<file path="src/rtl/rxf_pkg.sv">
package rxf_pkg;
  localparam int MAC_BYTES   = 6;
  localparam int MAC_W       = 8 * MAC_BYTES;
  localparam int TYPE_HI_POS = 12;
  localparam int TYPE_LO_POS = TYPE_HI_POS + 1;
  localparam int WORD_W      = 32;
  localparam int ETYPE_W     = 16;
  localparam int EN_BIT      = 31;

  typedef logic [MAC_W-1:0]   mac_t;
  typedef logic [ETYPE_W-1:0] etype_t;
endpackage

</file>
<file path="src/rtl/rxf_slot_bank.sv">
module rxf_slot_bank
  import rxf_pkg::*;
#(
  parameter int NUM_SLOTS = 4,
  localparam int IW = (NUM_SLOTS > 1) ? $clog2(NUM_SLOTS) : 1
) (
  input  logic                         clk,
  input  logic                         rst,
  input  logic                         wr_en,
  input  logic [IW+1:0]                wr_addr,
  input  logic [WORD_W-1:0]            wr_data,
  output mac_t   [NUM_SLOTS-1:0]       slot_mac,
  output logic   [NUM_SLOTS-1:0]       slot_armed,
  output etype_t [NUM_SLOTS-1:0]       type_val,
  output logic   [NUM_SLOTS-1:0]       type_en
);
  logic addr_bank, type_bank, upper_sel;
  assign addr_bank = wr_en && !wr_addr[IW+1];
  assign type_bank = wr_en &&  wr_addr[IW+1] && !wr_addr[IW];
  assign upper_sel = wr_addr[0];

  for (genvar i = 0; i < NUM_SLOTS; i++) begin : g_slot
    logic hit_a, hit_t;
    assign hit_a = addr_bank && (wr_addr[IW:1] == IW'(i));
    assign hit_t = type_bank && (wr_addr[IW-1:0] == IW'(i));

    always_ff @(posedge clk) begin
      if (rst) begin
        slot_mac[i]   <= '0;
        slot_armed[i] <= 1'b0;
        type_val[i]   <= '0;
        type_en[i]    <= 1'b0;
      end else begin
        if (hit_a && !upper_sel) begin
          slot_mac[i][WORD_W-1:0] <= wr_data;
          slot_armed[i]           <= 1'b0;
        end
        if (hit_a && upper_sel) begin
          slot_mac[i][MAC_W-1:WORD_W] <= wr_data[MAC_W-WORD_W-1:0];
          slot_armed[i]               <= 1'b1;
        end
        if (hit_t) begin
          type_val[i] <= wr_data[ETYPE_W-1:0];
          type_en[i]  <= wr_data[EN_BIT];
        end
      end
    end

    p_lower_disarms_r3: assert property (@(posedge clk) disable iff (rst)
      (wr_en && !wr_addr[IW+1] && wr_addr[IW:1] == IW'(i) && !wr_addr[0]) |=> !slot_armed[i]);
    p_upper_arms_r3: assert property (@(posedge clk) disable iff (rst)
      (wr_en && !wr_addr[IW+1] && wr_addr[IW:1] == IW'(i) && wr_addr[0]) |=> slot_armed[i]);
    p_type_enable_r4: assert property (@(posedge clk) disable iff (rst)
      (wr_en && wr_addr[IW+1] && !wr_addr[IW] && wr_addr[IW-1:0] == IW'(i))
        |=> (type_en[i] == $past(wr_data[EN_BIT])));
  end
endmodule

</file>
<file path="src/rtl/rxf_frame_track.sv">
module rxf_frame_track
  import rxf_pkg::*;
#(
  localparam int CW = $clog2(TYPE_LO_POS + 2)
) (
  input  logic       clk,
  input  logic       rst,
  input  logic       rx_valid,
  input  logic       rx_sof,
  input  logic [7:0] rx_data,
  input  logic       tx_busy,
  input  logic       hd_override,
  output mac_t       dst_mac,
  output logic [7:0] type_hi,
  output logic       at_type_lo,
  output logic       hd_drop
);
  localparam logic [CW-1:0] IDLE = '1;

  logic [CW-1:0] cnt, idx;
  assign idx        = rx_sof ? '0 : cnt;
  assign at_type_lo = rx_valid && (idx == CW'(TYPE_LO_POS));

  always_ff @(posedge clk) begin
    if (rst) begin
      cnt     <= IDLE;
      type_hi <= '0;
      hd_drop <= 1'b0;
    end else if (rx_valid) begin
      if (idx != IDLE) cnt <= idx + 1'b1;
      if (idx == CW'(TYPE_HI_POS)) type_hi <= rx_data;
      if (idx == '0) hd_drop <= 1'b0;
      if (idx == CW'(MAC_BYTES - 1)) hd_drop <= tx_busy && !hd_override;
    end
  end

  for (genvar b = 0; b < MAC_BYTES; b++) begin : g_da
    always_ff @(posedge clk) begin
      if (rst) dst_mac[8*b +: 8] <= '0;
      else if (rx_valid && idx == CW'(b)) dst_mac[8*b +: 8] <= rx_data;
    end
  end

  p_sof_restarts_r9: assert property (@(posedge clk) disable iff (rst)
    (rx_valid && rx_sof) |=> (cnt == CW'(1)));
  p_busy_drops_r7: assert property (@(posedge clk) disable iff (rst)
    (rx_valid && !rx_sof && cnt == CW'(MAC_BYTES - 1) && tx_busy && !hd_override) |=> hd_drop);
endmodule

</file>
<file path="src/rtl/rxf_match.sv">
module rxf_match
  import rxf_pkg::*;
#(
  parameter int NUM_SLOTS = 4,
  localparam int IW = (NUM_SLOTS > 1) ? $clog2(NUM_SLOTS) : 1
) (
  input  mac_t                   dst_mac,
  input  logic [7:0]             type_hi,
  input  logic [7:0]             type_lo,
  input  mac_t   [NUM_SLOTS-1:0] slot_mac,
  input  logic   [NUM_SLOTS-1:0] slot_armed,
  input  etype_t [NUM_SLOTS-1:0] type_val,
  input  logic   [NUM_SLOTS-1:0] type_en,
  output logic                   addr_hit,
  output logic                   type_hit,
  output logic   [IW-1:0]        type_idx
);
  logic [NUM_SLOTS-1:0] a_vec, t_vec;
  etype_t frame_type;
  assign frame_type = {type_hi, type_lo};

  for (genvar i = 0; i < NUM_SLOTS; i++) begin : g_cmp
    assign a_vec[i] = slot_armed[i] && (slot_mac[i] == dst_mac);
    assign t_vec[i] = type_en[i] && (type_val[i] == frame_type);
  end

  assign addr_hit = |a_vec;
  assign type_hit = |t_vec;

  always_comb begin
    type_idx = '0;
    for (int i = NUM_SLOTS - 1; i >= 0; i--)
      if (t_vec[i]) type_idx = IW'(i);
  end
endmodule

</file>
<file path="src/rtl/rx_addr_type_filter.sv">
module rx_addr_type_filter
  import rxf_pkg::*;
#(
  parameter int NUM_SLOTS = 4,
  localparam int IW = (NUM_SLOTS > 1) ? $clog2(NUM_SLOTS) : 1
) (
  input  logic              clk,
  input  logic              rst,
  input  logic              wr_en,
  input  logic [IW+1:0]     wr_addr,
  input  logic [WORD_W-1:0] wr_data,
  input  logic              cfg_hd_override,
  input  logic              tx_half_duplex_busy,
  input  logic              rx_valid,
  input  logic              rx_sof,
  input  logic [7:0]        rx_data,
  output logic              dec_valid,
  output logic              accept,
  output logic              addr_hit,
  output logic              type_hit,
  output logic [IW-1:0]     type_idx,
  output logic              dst_group,
  output logic              dst_bcast
);
  mac_t   [NUM_SLOTS-1:0] slot_mac;
  logic   [NUM_SLOTS-1:0] slot_armed;
  etype_t [NUM_SLOTS-1:0] type_val;
  logic   [NUM_SLOTS-1:0] type_en;

  mac_t       dst_mac;
  logic [7:0] type_hi;
  logic       at_type_lo, hd_drop;
  logic       m_addr, m_type;
  logic [IW-1:0] m_idx;

  rxf_slot_bank #(.NUM_SLOTS(NUM_SLOTS)) u_bank (
    .clk, .rst, .wr_en, .wr_addr, .wr_data,
    .slot_mac, .slot_armed, .type_val, .type_en
  );

  rxf_frame_track u_track (
    .clk, .rst, .rx_valid, .rx_sof, .rx_data,
    .tx_busy(tx_half_duplex_busy), .hd_override(cfg_hd_override),
    .dst_mac, .type_hi, .at_type_lo, .hd_drop
  );

  rxf_match #(.NUM_SLOTS(NUM_SLOTS)) u_match (
    .dst_mac, .type_hi, .type_lo(rx_data),
    .slot_mac, .slot_armed, .type_val, .type_en,
    .addr_hit(m_addr), .type_hit(m_type), .type_idx(m_idx)
  );

  always_ff @(posedge clk) begin
    if (rst || !at_type_lo) begin
      dec_valid <= 1'b0;
      accept    <= 1'b0;
      addr_hit  <= 1'b0;
      type_hit  <= 1'b0;
      type_idx  <= '0;
      dst_group <= 1'b0;
      dst_bcast <= 1'b0;
    end else begin
      dec_valid <= 1'b1;
      accept    <= (m_addr || m_type) && !hd_drop;
      addr_hit  <= m_addr;
      type_hit  <= m_type;
      type_idx  <= m_idx;
      dst_group <= dst_mac[0];
      dst_bcast <= &dst_mac;
    end
  end

  p_strobe_after_byte_r8: assert property (@(posedge clk) disable iff (rst)
    dec_valid |-> $past(rx_valid));
  p_single_strobe_r8: assert property (@(posedge clk) disable iff (rst)
    dec_valid |=> !dec_valid);
  p_accept_needs_hit_r5: assert property (@(posedge clk) disable iff (rst)
    accept |-> (dec_valid && (addr_hit || type_hit)));
  p_idx_idle_r6: assert property (@(posedge clk) disable iff (rst)
    !type_hit |-> (type_idx == '0));
  p_bcast_is_group_r10: assert property (@(posedge clk) disable iff (rst)
    dst_bcast |-> (dst_group && dec_valid));
endmodule

</file>
<file path="config.mk">
export PLATFORM = sky130hd
export DESIGN_NAME = rx_addr_type_filter
export DESIGN_NICKNAME = d
export VERILOG_FILES = /design/src/rtl/rxf_pkg.sv /design/src/rtl/rxf_slot_bank.sv /design/src/rtl/rxf_frame_track.sv /design/src/rtl/rxf_match.sv /design/src/rtl/rx_addr_type_filter.sv
export SDC_FILE = /design/constraint.sdc
export NUM_CORES = 1
export LEC_CHECK = 0
export ABC_AREA = 0
export BUFFER_PORTS_ARGS = -buffer_cell sky130_fd_sc_hd__buf_2
export CAP_MARGIN = 10
export CORE_MARGIN = 2
export CORE_UTILIZATION = 60
export DETAILED_ROUTE_END_ITERATION = 6
export PLACE_DENSITY = 0.76
export SETUP_SLACK_MARGIN = 0.05
export SLEW_MARGIN = 10
export SYNTH_ARGS = -nofsm -noshare
export SYNTH_HDL_FRONTEND = slang
export SYNTH_HIERARCHICAL = 1
export SYNTH_SLANG_ARGS = --single-unit
</file>
<file path="constraint.sdc">
create_clock -name clk -period 3.79 [get_ports clk]
set_clock_uncertainty 0.15 [all_clocks]
set_input_delay 0.758 -clock clk [delete_from_list [all_inputs] [get_ports clk]]
set_output_delay 0.758 -clock clk [all_outputs]
set_load 0.05 [all_outputs]
</file>
Word level (Yosys, flattened, before mapping). Cells that the tools add are included.

Register bits after elaboration: 333. Input port bits: 51. Output and inout bits: 8. Logic and storage cells: 135.

$add $sub $neg: 1. Equality and inequality tests: 22. Muxes and demuxes: 15. Reductions and logical operators: 60.

Operators with widths (count): $eq A48 B48 Y1 (4); $eq A16 B16 Y1 (4); $reduce_and A48 Y1 (1); $logic_and A1 B1 Y1 (36); $mux W1 (12); $reduce_bool A2 Y1 (5); $eq A2 B2 Y1 const B (4); $eq A4 B2 Y1 const B (2); $eq A4 B3 Y1 const B (2); $eq A4 B4 Y1 const B (2); $reduce_or A4 Y1 (2); $logic_not A1 Y1 (6); $reduce_and A2 Y1 (3); $add A4 B1 Y4 const B (1); $eq A2 B1 Y1 const B (2); $eq A4 B1 Y1 const B (1); $logic_not A2 Y1 (2); $logic_not A4 Y1 (1); $mux W2 (2); $mux W4 (1); $ne A4 B4 Y1 const B (1); $reduce_or A3 Y1 (1); $logic_or A1 B1 Y1 (2); $reduce_or A2 Y1 (1).

Logic depth before layout (Yosys ltp).
Word-level depth: 6. Gate-level depth with buffers: 8. Mapped depth without buffers: 7.

Hierarchy. Netlist, hierarchy kept.

Modules (own cells, without submodules): rxf_slot_bank (times used 1, cells each 928, area an instance 10411.2 um^2, sequential area each 5285.1 um^2); rxf_match (times used 1, cells each 367, area an instance 2896.5 um^2, sequential area each 0.0 um^2); rxf_frame_track (times used 1, cells each 242, area an instance 2386.0 um^2, sequential area each 1221.2 um^2); rx_addr_type_filter (times used 1, cells each 34, area an instance 316.6 um^2, sequential area each 160.2 um^2).

Worst setup path after synthesis. OpenSTA, ideal clock, no wires.

Path kind: input-to-reg. Start point: in wr_addr[3]. End point: reg u_bank/slot_mac[108] (netlist bit). Setup time: 0.130 ns. Data arrival time: 1.851 ns. Data required time: 3.510 ns. Path slack: 1.659 ns. Cell stages on the path: 5. Path buffers: 2. Cell sequence: or3b_1 -> or3_1 -> buf_6 -> buf_12 -> mux2i_1.

Word-level cells in the longest chain between the ends: 4.

RTL lines: start: declaration (line rx_addr_type_filter.sv:10) `input logic [IW+1:0] wr_addr,`; $logic_not A1 Y1 (line rxf_slot_bank.sv:18) `assign addr_bank = wr_en && !wr_addr[IW+1];`; $logic_and A1 B1 Y1 (line rxf_slot_bank.sv:18); $logic_and A1 B1 Y1 (line rxf_slot_bank.sv:24) `assign hit_a = addr_bank && (wr_addr[IW:1] == IW'(i));`; $logic_and A1 B1 Y1 (line rxf_slot_bank.sv:34) `if (hit_a && !upper_sel) begin`; end signal: indexed assignment (line rxf_slot_bank.sv:35) `slot_mac[i][WORD_W-1:0] <= wr_data;`; end signal: indexed assignment (line rxf_slot_bank.sv:39) `slot_mac[i][MAC_W-1:WORD_W] <= wr_data[MAC_W-WORD_W-1:0];`; end: declaration (line rxf_slot_bank.sv:12) `output mac_t [NUM_SLOTS-1:0] slot_mac,`.

Every way passes these cells. A chain may end at the register's enable or synchronous reset.

Worst setup path in the final report.
Start point: reg u_track.dst_mac[2]. End point: reg accept.

Word-level cells in the longest chain between the ends: 5. Elaborated cells between the ends (all ways): 11. Those cells by class: eq/ne: 4; reduce/logical: 7.

RTL lines: start: declaration (line rxf_frame_track.sv:13) `output mac_t dst_mac,`; start signal: indexed assignment (line rxf_frame_track.sv:40) `else if (rx_valid && idx == CW'(b)) dst_mac[8*b +: 8] <= rx_data;`; $eq A48 B48 Y1 (line rxf_match.sv:23) `assign a_vec[i] = slot_armed[i] && (slot_mac[i] == dst_mac);`; $logic_and A1 B1 Y1 (line rxf_match.sv:23); $reduce_or A4 Y1 * (line rxf_match.sv:27) `assign addr_hit = |a_vec;`; net m_addr (line rx_addr_type_filter.sv:33) `logic m_addr, m_type;`; $logic_or A1 B1 Y1 * (line rx_addr_type_filter.sv:64) `accept <= (m_addr || m_type) && !hd_drop;`; $logic_and A1 B1 Y1 * (line rx_addr_type_filter.sv:64); end signal: assignment (line rx_addr_type_filter.sv:64); end: declaration (line rx_addr_type_filter.sv:18) `output logic accept,`.

Mark *: on every way through the listed nets, which the timed path passes. The rest lies on a longest branch.

==> results.md <==
* Outcome: finished with violations
* Count leader, synth: dfxtp_1
* Worst-path clk slew at 0.06 ns
* Num ports at 59
* First-pass GRT wire length at around 73 mm
* Busiest grt layer: met2
* Syn nets at around 1600
* Failing checks: DRC
* Setup WS pre-CTS at slightly below 1 ns
* Power density over the cells at around 450 nW/µm²
* Cell area after placement at 16400 µm²
* Worst slew margin at between 10% and 20%
* Startpoint Class: flip-flop
* Final core utilization at 67.6%
* Die area at around 28000 µm²
* DR pass1 iterations at 7
* Met1 Use GR at between 40% and 50%
* Layout cell share with drive strength beyond 1 at around 11%
* Crit-path leading delay family: simple AND/OR/NAND/NOR gates
* Max clock buf depth at 3
* Vias/cell at 5.98
* Routed length per placed instance at roughly 25 µm
* Grt total ovfl at 0
* Final Net Count at ~1700
* Row count at a little under 60
* Finished Layout Cells at 1971
* GR Util All Layers at around a third
* Port bufs at 58
* Sequential power share at a little under half
* GP Congestion at 0.949
* Post-route ant nets at 0
* Routed WL at 48.6 mm
* Total power at ~7.9 mW
* Postcts setup bufs at 0
* Worst hold slack at 0.307 ns
* Sequential share of the synthesized area at around two fifths
* Antenna violations before repair at 2
* Fillers at 2090
* Period minus WS final at around 3 ns
* CTS tree: yes
* Commonest cells in the netlist: dfxtp_1, mux2i_1, nand2b_1
* Met3 GRT Util at roughly 5%
* Worst EP required at just over 4 ns
* Post-synth EDFFs at 0
* Slew Limit Fails at 0
* Grt met2 use at a little under three fifths
* Slowest CP cell: nor4_1
* Crit path top cell by count: nand4_1
* Initial Util at ~61%
* Kind of critical path: reg -> reg
* Root buf cell: clkbuf_16
* Design Area, Final at 17700 µm²
* Comb pwr share at between 6 and 7%
* Synthesized instance count at approximately 1600
* Netlist Area Pre-Place at 16000 µm²
* Most area-consuming cells after synthesis: dfxtp_1, mux2i_1, nand2b_1
* #FFs+latches synth at between 300 and 400
* RSZ-0062 raised after global routing: no
* Yosys top cell area share at a little over two fifths
* Die height at 167 µm
* Worst-path fanout max at 6
* Vias in the first global route at 11676
* IR drop worst, VDD at about 360 µV
* Largest net degree at the start of global routing at around 180
* Fin crit share at 81.0%
* Top FF cell, synth: dfxtp_1
* Synth area leader: dfxtp_1
* Tightest Pin Transition at around 1.2 ns
* Final setup margin at roughly 0.7 ns
* Worst Setup End Kind: flip-flop
* Worst-skew pair later-pin latency at roughly 0.53 ns
* Hold Vio Cnt, Final at 0
* Worst-path cell chain: xor2_1, nor4_1, nand4_1, or4_1, nand4_1, o21ai_0, nor2_1
* P&R area growth vs syn at 10.4%
* TritonCTS Buffers at 37
* Synth unique cells at between 50 and 60
* Sw Share at between 20% and 30%
* Lkg Pwr at approximately 8.3 nW
* Slowest stage delay, CP at 0.79 ns
* Hold buffers post-CTS at 0
* Reg area at ~6700 µm²
* Placed Cells at 1902
* CP bufs+invs at 0
* Switching power at ~1.9 mW
* Syn avg cell area at 10.2 µm²
* Crit path DAT at 3.37 ns
* Clk sinks at ~330
* Async SR Flop Fraction at 0%
* Final setup fails at 0
* DR iter-0 viols at ~1200
* Setup TNS at 0 ns
* Via count at 11791
* Multi-input gate area at 8700 µm²
* HP Class: reg -> reg
* Dpl hpwl at roughly 32 mm
* Max Fclk at around 0.33 GHz
* Htree depth at 2
* Maxcap violations at 0
* Ys Warns at 6
* Clk pwr share at a little under half
* Post-route DRC violation count at 3
* Cts repair resizes at 0
* Cell-internal power at around 6 mW
* Core Box Area at 26100 µm²
* Die width at approximately 170 µm
## worst register-to-register path, cell delays in order (launching register included)
cell	delay (ns)
dfxtp_1	0.72
xor2_1	0.17
nor4_1	0.79
nand4_1	0.17
or4_1	0.56
nand4_1	0.21
o21ai_0	0.14
nor2_1	0.10
## power groups by stage
stage | registers (mW) | clock network, mW | logic [mW]
CTS | 3.59 | 3.75 | 0.525
detailed placement | 3.67 | 0 | 0.519
global route | 3.60 | 3.89 | 0.559
finish | 3.60 | 3.73 | 0.541
floorplan | 3.65 | 0 | 0.345
global placement | 3.67 | 0 | 0.515
## path summary, 6_finish.rpt
kind | from | endpoint | slack (ns) | cells after the start
worst max-delay path | u_track/dst_mac[2]$_SDFFE_PP0P_ | accept$_SDFF_PN0_ | 0.72 | 7
worst min register to register | u_track/hd_drop$_SDFFE_PP0P_ | accept$_SDFF_PN0_ | 0.31 | 1
worst min-delay path | u_track/hd_drop$_SDFFE_PP0P_ | accept$_SDFF_PN0_ | 0.31 | 1
worst max register to register | u_track/dst_mac[2]$_SDFFE_PP0P_ | accept$_SDFF_PN0_ | 0.72 | 7
## flip-flops by register name, indices dropped and copies added (netlist names)
| register | cells |
|---|---|
| u_bank/slot_mac | 192 |
| addr_hit | 1 |
| dst_bcast | 1 |
| u_bank/slot_armed | 4 |
| u_track/type_hi | 8 |
| u_bank/type_en | 4 |
| u_bank/type_val | 64 |
| dst_group | 1 |
| u_track/cnt | 4 |
| type_idx | 2 |
| u_track/dst_mac | 48 |
| dec_valid | 1 |
| u_track/hd_drop | 1 |
| type_hit | 1 |
| accept | 1 |
## layout make-up
type                    instances  share of cell area, %
repair buffers                 96                   3.38
diodes                          1                 0.0142
inverters                       7                  0.149
clock inverters                17                   1.10
well taps                     335                   2.37
multi-input cells            1131                   49.2
flip-flops and latches        333                   37.7
clock buffers                  51                   6.06
## cell usage in the layout, fill, tap and decap left out, drive strengths merged, types with 3 or more instances in the layout
cell	netlist	final
o21ai	12	12
dfxtp	333	333
nand3	28	28
nor3	7	7
buf	48	95
bufinv	0	4
nand2b	291	291
nand4	58	58
nor2	45	45
a21oi	23	23
a21o	3	3
mux2i	300	300
and2	9	9
xor2	69	69
clkbuf	49	52
or2b	4	4
nor2b	6	6
inv	7	9
xnor2	180	180
nor4	28	28
nand2	33	33
nand3b	3	3
nor3b	4	4
clkinv	0	10
## per-layer routing
layer	vias to the layer above	share of wire, %
met5	-	0.019
li1	5368	-
met2	541	45
met3	156	7.8
met1	5724	41
met4	2	5.7
## logic make-up (layout without fill, tap and decap cells)
| logic type | Yosys count | count (layout) | synth area share [%] |
|---|---|---|---|
| AOI/OAI and AO/OA | 49 | 49 | 1.88 |
| and+or+nand+nor | 533 | 533 | 20.0 |
| buffers and inverters | 107 | 171 | 4.10 |
| muxes | 300 | 300 | 18.8 |
| other | 0 | 1 | 0 |
| xor gates and xnor gates | 249 | 249 | 13.6 |
| DFF | 333 | 333 | 41.6 |
(Power assumes the default switching activity.)
